[src/rtl/fpdiv_pkg.sv]
// Shared types for the floating-point divider.
// Assumes class codes are ordered so that a larger code wins NaN selection.
package fpdiv_pkg;
    typedef enum logic [2:0] {
        FC_ZERO = 3'd0,
        FC_NUM  = 3'd1,
        FC_INF  = 3'd2,
        FC_QNAN = 3'd3,
        FC_SNAN = 3'd4
    } fclass_e;

    function automatic logic cls_is_nan(fclass_e c);
        return (c == FC_QNAN) || (c == FC_SNAN);
    endfunction
endpackage

[src/rtl/fpdiv_special.sv]
// Combinational resolver for operand classes that need no iteration.
// Assumes: class codes from fpdiv_pkg; the result sign for the normal path
// is also produced here (XOR of operand signs) so the top can use it.
module fpdiv_special
    import fpdiv_pkg::*;
#(
    parameter int MANT_W = 24,
    parameter int GR_W   = 2,
    parameter int EXP_W  = 10
) (
    input  fclass_e                 a_cls,
    input  logic                    a_sign,
    input  logic [EXP_W-1:0]        a_exp,
    input  logic [MANT_W-1:0]       a_mant,
    input  fclass_e                 b_cls,
    input  logic                    b_sign,
    input  logic [EXP_W-1:0]        b_exp,
    input  logic [MANT_W-1:0]       b_mant,
    output logic                    special,
    output fclass_e                 r_cls,
    output logic                    r_sign,
    output logic [EXP_W+1:0]        r_exp,
    output logic [MANT_W+GR_W-1:0]  r_mant,
    output logic                    r_inv,
    output logic                    r_dz
);
    localparam int QW = MANT_W + GR_W;
    localparam logic [QW-1:0] DFLT_NAN_MANT = {1'b1, {(QW-1){1'b0}}};

    logic sx;
    assign sx = a_sign ^ b_sign;

    // Priority chain: NaN, infinite dividend, zero dividend, then divisor class.
    always_comb begin
        special = 1'b1;
        r_cls   = a_cls;
        r_sign  = a_sign;
        r_exp   = {{2{a_exp[EXP_W-1]}}, a_exp};
        r_mant  = {a_mant, {GR_W{1'b0}}};
        r_inv   = 1'b0;
        r_dz    = 1'b0;
        if (cls_is_nan(a_cls) || cls_is_nan(b_cls)) begin
            r_inv = 1'b1;
            if (!(a_cls > b_cls)) begin
                r_cls  = b_cls;
                r_sign = b_sign;
                r_exp  = {{2{b_exp[EXP_W-1]}}, b_exp};
                r_mant = {b_mant, {GR_W{1'b0}}};
            end
        end else if (a_cls == FC_INF || a_cls == FC_ZERO) begin
            if (b_cls == a_cls) begin
                r_inv  = 1'b1;
                r_cls  = FC_QNAN;
                r_sign = 1'b0;
                r_exp  = '0;
                r_mant = DFLT_NAN_MANT;
            end
        end else if (b_cls == FC_INF) begin
            r_cls  = FC_ZERO;
            r_sign = sx;
            r_exp  = '0;
            r_mant = '0;
        end else if (b_cls == FC_ZERO) begin
            r_cls  = FC_INF;
            r_sign = sx;
            r_exp  = '0;
            r_mant = '0;
            r_dz   = 1'b1;
        end else begin
            special = 1'b0;
            r_cls   = FC_NUM;
            r_sign  = sx;
        end
    end
endmodule

[src/rtl/fpdiv_iter.sv]
// Restoring mantissa divider, one quotient bit per clock.
// Assumes both mantissas have their top bit set. The setup cycle performs a
// trial subtraction that fixes the leading bit (always 1) and the shift.
module fpdiv_iter #(
    parameter int MANT_W = 24,
    parameter int QW     = 26
) (
    input  logic              clk,
    input  logic              rst_n,
    input  logic              load,
    input  logic [MANT_W-1:0] x_mant,
    input  logic [MANT_W-1:0] y_mant,
    output logic              short_lead,
    output logic              busy,
    output logic              fin,
    output logic [QW-1:0]     quo,
    output logic              sticky
);
    localparam int RW = MANT_W + 1;
    localparam int CW = $clog2(QW);
    localparam logic [CW-1:0] ITERS = CW'(QW - 1);

    logic [RW-1:0] x_ext, y_ext, seed, rem, y_reg, shifted, rem_nx;
    logic [RW:0]   trial, diff;
    logic          take;
    logic [CW-1:0] cnt;

    // Setup: trial X-Y decides whether the first step uses X or 2X.
    always_comb begin
        x_ext      = {1'b0, x_mant};
        y_ext      = {1'b0, y_mant};
        trial      = {1'b0, x_ext} - {1'b0, y_ext};
        short_lead = trial[RW];
        seed       = short_lead ? ({x_mant, 1'b0} - y_ext) : trial[RW-1:0];
    end

    // Iteration step: shift remainder, subtract divisor, keep on no borrow.
    always_comb begin
        shifted = {rem[RW-2:0], 1'b0};
        diff    = {1'b0, shifted} - {1'b0, y_reg};
        take    = ~diff[RW];
        rem_nx  = take ? diff[RW-1:0] : shifted;
    end

    // Remainder, quotient shift register and fixed iteration counter.
    always_ff @(posedge clk) begin
        if (!rst_n) begin
            busy   <= 1'b0;
            fin    <= 1'b0;
            cnt    <= '0;
            rem    <= '0;
            y_reg  <= '0;
            quo    <= '0;
            sticky <= 1'b0;
        end else begin
            fin <= 1'b0;
            if (load) begin
                y_reg <= y_ext;
                rem   <= seed;
                quo   <= QW'(1);
                cnt   <= ITERS;
                busy  <= 1'b1;
            end else if (busy) begin
                rem <= rem_nx;
                quo <= {quo[QW-2:0], take};
                cnt <= cnt - 1'b1;
                if (cnt == CW'(1)) begin
                    busy   <= 1'b0;
                    fin    <= 1'b1;
                    sticky <= |rem_nx;
                end
            end
        end
    end
endmodule

[src/rtl/fpdiv_unit.sv]
// Top of the divider: start/busy/done handshake, special-case results and
// exponent formation. Assumes inputs are valid in the cycle start is high.
module fpdiv_unit
    import fpdiv_pkg::*;
#(
    parameter int MANT_W = 24,
    parameter int GR_W   = 2,
    parameter int EXP_W  = 10
) (
    input  logic                    clk,
    input  logic                    rst_n,
    input  logic                    start,
    input  logic [2:0]              num_cls,
    input  logic                    num_sign,
    input  logic [EXP_W-1:0]        num_exp,
    input  logic [MANT_W-1:0]       num_mant,
    input  logic [2:0]              den_cls,
    input  logic                    den_sign,
    input  logic [EXP_W-1:0]        den_exp,
    input  logic [MANT_W-1:0]       den_mant,
    output logic                    busy,
    output logic                    done,
    output logic [2:0]              q_cls,
    output logic                    q_sign,
    output logic [EXP_W+1:0]        q_exp,
    output logic [MANT_W+GR_W-1:0]  q_mant,
    output logic                    q_sticky,
    output logic                    flag_invalid,
    output logic                    flag_divzero
);
    localparam int QW = MANT_W + GR_W;
    localparam int XW = EXP_W + 2;

    fclass_e          sp_cls;
    logic             sp_special, sp_sign, sp_inv, sp_dz;
    logic [XW-1:0]    sp_exp, norm_exp;
    logic [QW-1:0]    sp_mant, core_quo, hold_mant;
    logic             core_short, core_busy, core_fin, core_sticky;
    logic             accept, use_core, spec_done;
    fclass_e          cls_q;

    assign accept = start & ~core_busy;

    fpdiv_special #(.MANT_W(MANT_W), .GR_W(GR_W), .EXP_W(EXP_W)) i_special (
        .a_cls   (fclass_e'(num_cls)),
        .a_sign  (num_sign),
        .a_exp   (num_exp),
        .a_mant  (num_mant),
        .b_cls   (fclass_e'(den_cls)),
        .b_sign  (den_sign),
        .b_exp   (den_exp),
        .b_mant  (den_mant),
        .special (sp_special),
        .r_cls   (sp_cls),
        .r_sign  (sp_sign),
        .r_exp   (sp_exp),
        .r_mant  (sp_mant),
        .r_inv   (sp_inv),
        .r_dz    (sp_dz)
    );

    fpdiv_iter #(.MANT_W(MANT_W), .QW(QW)) i_iter (
        .clk        (clk),
        .rst_n      (rst_n),
        .load       (accept & ~sp_special),
        .x_mant     (num_mant),
        .y_mant     (den_mant),
        .short_lead (core_short),
        .busy       (core_busy),
        .fin        (core_fin),
        .quo        (core_quo),
        .sticky     (core_sticky)
    );

    // Final exponent: difference, less one when the trial subtraction borrowed.
    always_comb begin
        norm_exp = {{2{num_exp[EXP_W-1]}}, num_exp}
                 - {{2{den_exp[EXP_W-1]}}, den_exp}
                 - XW'(core_short);
    end

    // Capture class, sign, exponent and flags on every accepted start.
    always_ff @(posedge clk) begin
        if (!rst_n) begin
            cls_q        <= FC_ZERO;
            q_sign       <= 1'b0;
            q_exp        <= '0;
            hold_mant    <= '0;
            use_core     <= 1'b0;
            flag_invalid <= 1'b0;
            flag_divzero <= 1'b0;
            spec_done    <= 1'b0;
        end else begin
            spec_done <= 1'b0;
            if (accept) begin
                cls_q        <= sp_cls;
                q_sign       <= sp_sign;
                q_exp        <= sp_special ? sp_exp : norm_exp;
                hold_mant    <= sp_mant;
                use_core     <= ~sp_special;
                flag_invalid <= sp_inv;
                flag_divzero <= sp_dz;
                spec_done    <= sp_special;
            end
        end
    end

    assign q_cls    = cls_q;
    assign busy     = core_busy;
    assign done     = spec_done | core_fin;
    assign q_mant   = use_core ? core_quo : hold_mant;
    assign q_sticky = use_core & core_sticky;
endmodule

[config.mk]
export PLATFORM = sky130hd
export DESIGN_NAME = fpdiv_unit
export DESIGN_NICKNAME = d
export VERILOG_FILES = /design/src/rtl/fpdiv_pkg.sv /design/src/rtl/fpdiv_special.sv /design/src/rtl/fpdiv_iter.sv /design/src/rtl/fpdiv_unit.sv
export SDC_FILE = /design/constraint.sdc
export NUM_CORES = 1
export LEC_CHECK = 0
export BUFFER_PORTS_ARGS = -buffer_cell sky130_fd_sc_hd__buf_2
export CAP_MARGIN = 20
export CORE_ASPECT_RATIO = 1.5
export CORE_UTILIZATION = 55
export CTS_CLUSTER_DIAMETER = 80
export DETAILED_ROUTE_END_ITERATION = 10
export PLACE_DENSITY = 0.86
export REMOVE_ABC_BUFFERS = 1
export SLEW_MARGIN = 10
export SYNTH_ARGS = -nofsm -noshare
export SYNTH_HDL_FRONTEND = slang
export SYNTH_HIERARCHICAL = 1
export SYNTH_SLANG_ARGS = --single-unit
[constraint.sdc]
create_clock -name clk -period 12.05 [get_ports clk]
set_input_delay 3.0125 -clock clk [delete_from_list [all_inputs] [get_ports clk]]
set_output_delay 3.0125 -clock clk [all_outputs]
set_load 0.01 [all_outputs]
# --- Word level (Yosys, flattened, before mapping) ---
# Index checks and enable logic that the tools add are counted.
totals:
  register_bits: 128
  input_bits: 79
  wordCells: 100
classes:
  n_addsub: 6
  magnitude_cmp: 1
  n_eq_ne: 8
  mux: 46
  n_bitwise: 10
  reduce_logical: 12
ops:
  columns: ["operator", "n"]
  rows:
  - ["$mux 26", 7]
  - ["$mux 12", 7]
  - ["$mux 24", 3]
  - ["$sub 25x24->26", 1]
  - ["$mux 25", 1]
  - ["$reduce_or 25->1", 1]
  - ["$sub 24x24->25", 1]
  - ["$sub 24x24->24", 1]
  - ["$mux 1", 20]
  - ["$mux 3", 5]
  - ["$eq 3x2->1 const B", 4]
  - ["$sub 11x2->12", 1]
  - ["$sub 10x10->11", 1]
  - ["$mux 5", 2]
  - ["$eq 3x3->1 const B", 2]
  - ["$logic_not 3->1", 2]
  - ["$eq 5x1->1 const B", 1]
  - ["$not 1->1", 5]
  - ["$sub 5x1->5 const B", 1]
  - ["$logic_or 1x1->1", 4]
  - ["$and 1x1->1", 3]
  - ["$eq 3x3->1", 1]
  - ["$gt 3x3->1", 1]
  - ["$reduce_and 3->1", 1]
  - ["other kinds (7)", 7]

# --- Logic depth before layout (Yosys ltp) ---
logic_depth:
  depth_word: 9
  ltp_mapped: 21
  depth_no_buf: 19

# --- Hierarchy ---
# The synthesis kept the hierarchy.
modules_own_cells:
  columns: ["mod", "instances", "cells_per_inst", "area_per_inst_um2"]
  rows:
  - ["fpdiv_iter", 1, 953, 7499.7]
  - ["fpdiv_unit", 1, 337, 2822.7]
  - ["fpdiv_special", 1, 103, 800.8]

# --- Worst setup path after synthesis ---
# No wires, ideal clock.
synth_path:
  path_type: "input port to flip-flop"
  from: "in num_mant[0]"
  to: "reg q_exp[11]"
  setup_ps: 117
  arrival_ps: 6670
  required_time_ps: 11933
  path_slack_ps: 5263
  path_stages: 21
  path_buffers: 2
  cell_sequence: "inv_1 > ha_1 > fa_1 > nor2b_1 > o31a_1 > o211ai_1 > a21oi_1 > a31oi_2 > a31oi_1 > inv_2 > buf_4 > buf_2 > inv_1 > fa_1 > inv_1 > ha_1 > o21ai_0 > o2bb2ai_1 > o21ai_1 > nand4_1 > a32o_1"
synth_between:
  elab_chain_cells: 3
synth_rtl:
  columns: ["element", "line_no", "source"]
  rows:
  - ["start, declared", "fpdiv_unit.sv:16", "input logic [MANT_W-1:0] num_mant,"]
  - ["$sub 24x24->25", "fpdiv_iter.sv:32", "trial = {1'b0, x_ext} - {1'b0, y_ext};"]
  - ["via core_short", "fpdiv_unit.sv:38", "logic core_short, core_busy, core_fin, core_sticky;"]
  - ["$sub 11x2->12", "fpdiv_unit.sv:79", "- XW'(core_short);"]
  - ["$mux 12", "fpdiv_unit.sv:98", "q_exp <= sp_special ? sp_exp : norm_exp;"]
  - ["end signal, assigned", "fpdiv_unit.sv:98", null]
  - ["end, declared", "fpdiv_unit.sv:25", "output logic [EXP_W+1:0] q_exp,"]
# The timed path passes the listed nets, and every way through them passes these cells.
# A chain may end at the register's enable or synchronous reset.

# --- Worst setup path in the final report ---
# Same ends and word-level chain as after synthesis.

==> flow_summary.ini <==
[run_status]
outcome = completed

[grt]
grt_antenna_before_repair = 4
overflow = 0
first_pass_grt_wire_length_mm = 50.5
grt.busiest_layer = met2
largest_net_degree_at_the_start_of_global_routing = 75
grt_util_all_layers_pct = 30.0
grt.met2_usage_pct = 54.3
grt_util_met1_pct = 31.4
via_count_of_the_first_global_routing_pass = 10658
globalRouteMet3Util_pct = 5.56

[yosys]
ys_dominant_reg_cell = sky130_fd_sc_hd__dfxtp_1
synth.top_cell.area_share_pct = 23.0
yosysWarnings = 6
ys_async_sr_fraction_pct = 0
ys_top_cells_by_area = sky130_fd_sc_hd__dfxtp_1 (23%), sky130_fd_sc_hd__ha_1 (10%), sky130_fd_sc_hd__mux2i_1 (6.2%)
post_synth_num_cell_types = 95
postSynthCellCount = 1393
post_synth.cell_area_avg_um2 = 7.99
synth-seq-cells = 128
synth_edf_count = 0
syn_area_um2 = 11100
yosys.area.top_type = sky130_fd_sc_hd__dfxtp_1
seq_area_frac_synth_pct = 23.0

[clocking]
clock_sink_count = 128
cts-hold-fix-buffers = 0
ctsResizeCount = 0
clk_latency_ns = 0.43
cts-buffers-inserted = 17
ctsRootBufferMaster = sky130_fd_sc_hd__clkbuf_16
h-tree-depth = 4
tritoncts = built
buffers_inserted_by_post_cts_timing_repair = 0
cts.reportedPaths.clkPinSlew_ns = 0.06
clk_path_buf_depth = 2

[cells_and_area]
layout-drive-gt1-share_pct = 15.6
top_regs = hold_mant (26), i_iter/quo (26)
syn_to_final_growth_pct = 11.8
mostFrequentLayoutCell = sky130_fd_sc_hd__nand2_1
filler_cell_count = 1665
fin_cells = 1754
total_number_of_nets_in_the_final_design = 1655
layout_common_cells = sky130_fd_sc_hd__nand2_1 (145), sky130_fd_sc_hd__dfxtp_1 (127), sky130_fd_sc_hd__buf_2 (125), sky130_fd_sc_hd__nor2_1 (122), sky130_fd_sc_hd__inv_1 (100)

[sta]
fin_crit_sh_pct = 60.2
hold_viol = 0
slew_viol_final = 0
final.min_clock_period_ns = 7.25
finalSetupViolations = 0
timing.slew.headroom_pct = 41.1
worst_pin_slew_ns = 0.883
totalNegativeSetupSlack_ns = 0
clock-skew-final_ns = 0.00857
rsz0062_at_grt = no
fmax_mhz = 138

[critical_path]
cp_data_required_time_ns = 12.37
timing.critical_path.mode_cell = sky130_fd_sc_hd__inv_1
regToRegEndpoint = i_iter/rem[4]
cp_top_family = compound AO/OA/AOI/OAI gates
cp_cell_sequence = buf_2 > inv_1 > ha_1 > fa_1 > nor2b_1 > o31a_1 > o211ai_1 > a21oi_1 > a31oi_2 > a31oi_1 > buf_4 > inv_2 > inv_1 > fa_1 > inv_1 > ha_1 > o21ai_0 > o2bb2ai_1 > o21ai_1 > nand4_1 > a32o_1
critPathSlowestCell = sky130_fd_sc_hd__fa_1
launching_element_type_of_the_critical_path = input port
endpoint = q_exp[11]
cp-end-kind = flop
critical-path-max-stage-delay_ns = 0.45
critical_path_class = input port to flop
cp_num_buf_inv = 6
r2r_start = i_iter/rem[12]
timing.critical_path.arrival_ns = 7.58
path_depth = 21
crit_start = num_mant[0]
critical_path.max_fanout = 31
reg2reg_slack_ns = 8.29
worstRegToRegCells = 10

[pwr]
power_mw = 1.78
ir_worst_vdd_mv = 0.0767
power.static_leakage_nw = 5.51
powerDensity_nw_per_um2 = 143

[job]
max-cap-violations = 0

[routing]
final_wirelength_mm = 31.2
drt_drc_violations_left = 0
viasPerCell = 6.18
detail_route.first_pass.iterations = 5
initialDrtViolationCount = 886
post_drt_wl_per_cell_um = 17.8
route.antenna.remaining_nets = 0
via_count = 10839

[place]
dp_cells = 1719
port-buffer-count = 125
routabilityCongestion = 0.960
post_dp_hpwl_mm = 23.1

[floorplanning]
start_util_pct = 56.2
die_h_um = 176
floorplan.die_area_um2 = 20800
row_count = 63
io-pin-count = 126
die_w_um = 118
coreArea_um2 = 19800

[worst_hold_path]
min-delay-path-class = flop to flop
layer usage:
metal | wire length (um) | vias up | share of wire [%]
li1 | - | 5209 | -
met1 | 12100 | 5112 | 39
met2 | 15600 | 391 | 50
met3 | 1860 | 123 | 6.0
met4 | 1660 | 4 | 5.3
met5 | 22 | - | 0.070
worst min-delay path by stage:
| stage | start | to | cells after the start |
|---|---|---|---|
| 6_report | hold_mant[2] | hold_mant[2] | 2 |
| 5_1_grt | hold_mant[18] | hold_mant[18] | 2 |
| 4_1_cts | q_sign | q_sign | 2 |
| 3_5_place_dp | q_sign | q_sign | 2 |
| 3_3_place_gp | hold_mant[0] | hold_mant[0] | 2 |
| 2_1_floorplan | hold_mant[0] | hold_mant[0] | 2 |
metrics by stage:
stage / utilization, % / instance area (um2) / worst slack [ns] / hold slack, ns
floorplan: - / 10700 / 3.40 / 0.441
global placement: 59.5 / 11800 / 4.62 / 0.450
detailed placement: 59.7 / 11800 / 4.48 / 0.458
CTS: 62.8 / 12400 / 4.91 / 0.467
global route: 62.9 / 12400 / 4.50 / 0.489
finish: 62.9 / 12400 / 4.80 / 0.464
cells in the mapped netlist, drive strengths merged, types with 7 or more instances:
| library cell | n |
|---|---|
| nor3 | 19 |
| or3 | 17 |
| ha | 93 |
| a21oi | 77 |
| dfxtp | 128 |
| nor2 | 124 |
| a21o | 28 |
| nand2b | 9 |
| nor2b | 18 |
| a31oi | 13 |
| a21boi | 38 |
| buf | 35 |
| a211o | 13 |
| o211ai | 20 |
| o211a | 7 |
| inv | 101 |
| o31a | 7 |
| nand4 | 12 |
| mux2 | 31 |
| mux2i | 70 |
| o21a | 20 |
| a211oi | 26 |
| o31ai | 8 |
| and2 | 7 |
| xnor2 | 37 |
| clkbuf | 37 |
| xor2 | 17 |
| nand2 | 146 |
| nand3 | 26 |
| o21ai | 65 |
| and3 | 14 |
| nor4 | 9 |
| a22o | 33 |
worst register-to-register path, delay by kind of cell (launching register included):
family	cells	cell delay [ns]
flip-flops	1	0.35
multiplexers	1	0.38
AO/OA/AOI/OAI	6	1.77
AND/OR/NAND/NOR	2	0.68
adder cells (fa/ha/maj)	1	0.42
power breakdown:
group,leakage (nW),total [mW],switching (mW),internal [mW]
Sequential,1.05,0.476,0.0233,0.453
Clock,0.301,0.547,0.206,0.341
Combinational,4.17,0.752,0.443,0.310
final cells by class:
cell class,instances,area [um2],share of cell area [%]
Antenna cell,3,7.51,0.0603
Timing Repair Buffer,137,736,5.91
Inverter,103,387,3.11
Multi-Input combinational cell,1091,7790,62.6
Sequential cell,128,2570,20.6
Tap cell,260,325,2.61
Clock buffer,19,454,3.65
Clock inverter,13,171,1.38
kinds of logic (layout without fill, tap and decap cells):
group | Yosys count | after routing | synth area share, %
simple gates | 427 | 427 | 18.2
compound gates | 409 | 409 | 26.4
buf+inv | 175 | 272 | 7.09
flops | 128 | 128 | 23.0
mux | 101 | 101 | 9.58
fa+ha+maj | 98 | 98 | 11.4
xor+xnor | 54 | 54 | 4.25
other cells | 1 | 5 | 0.0337
No activity file was read; power rests on OpenSTA's default activity.
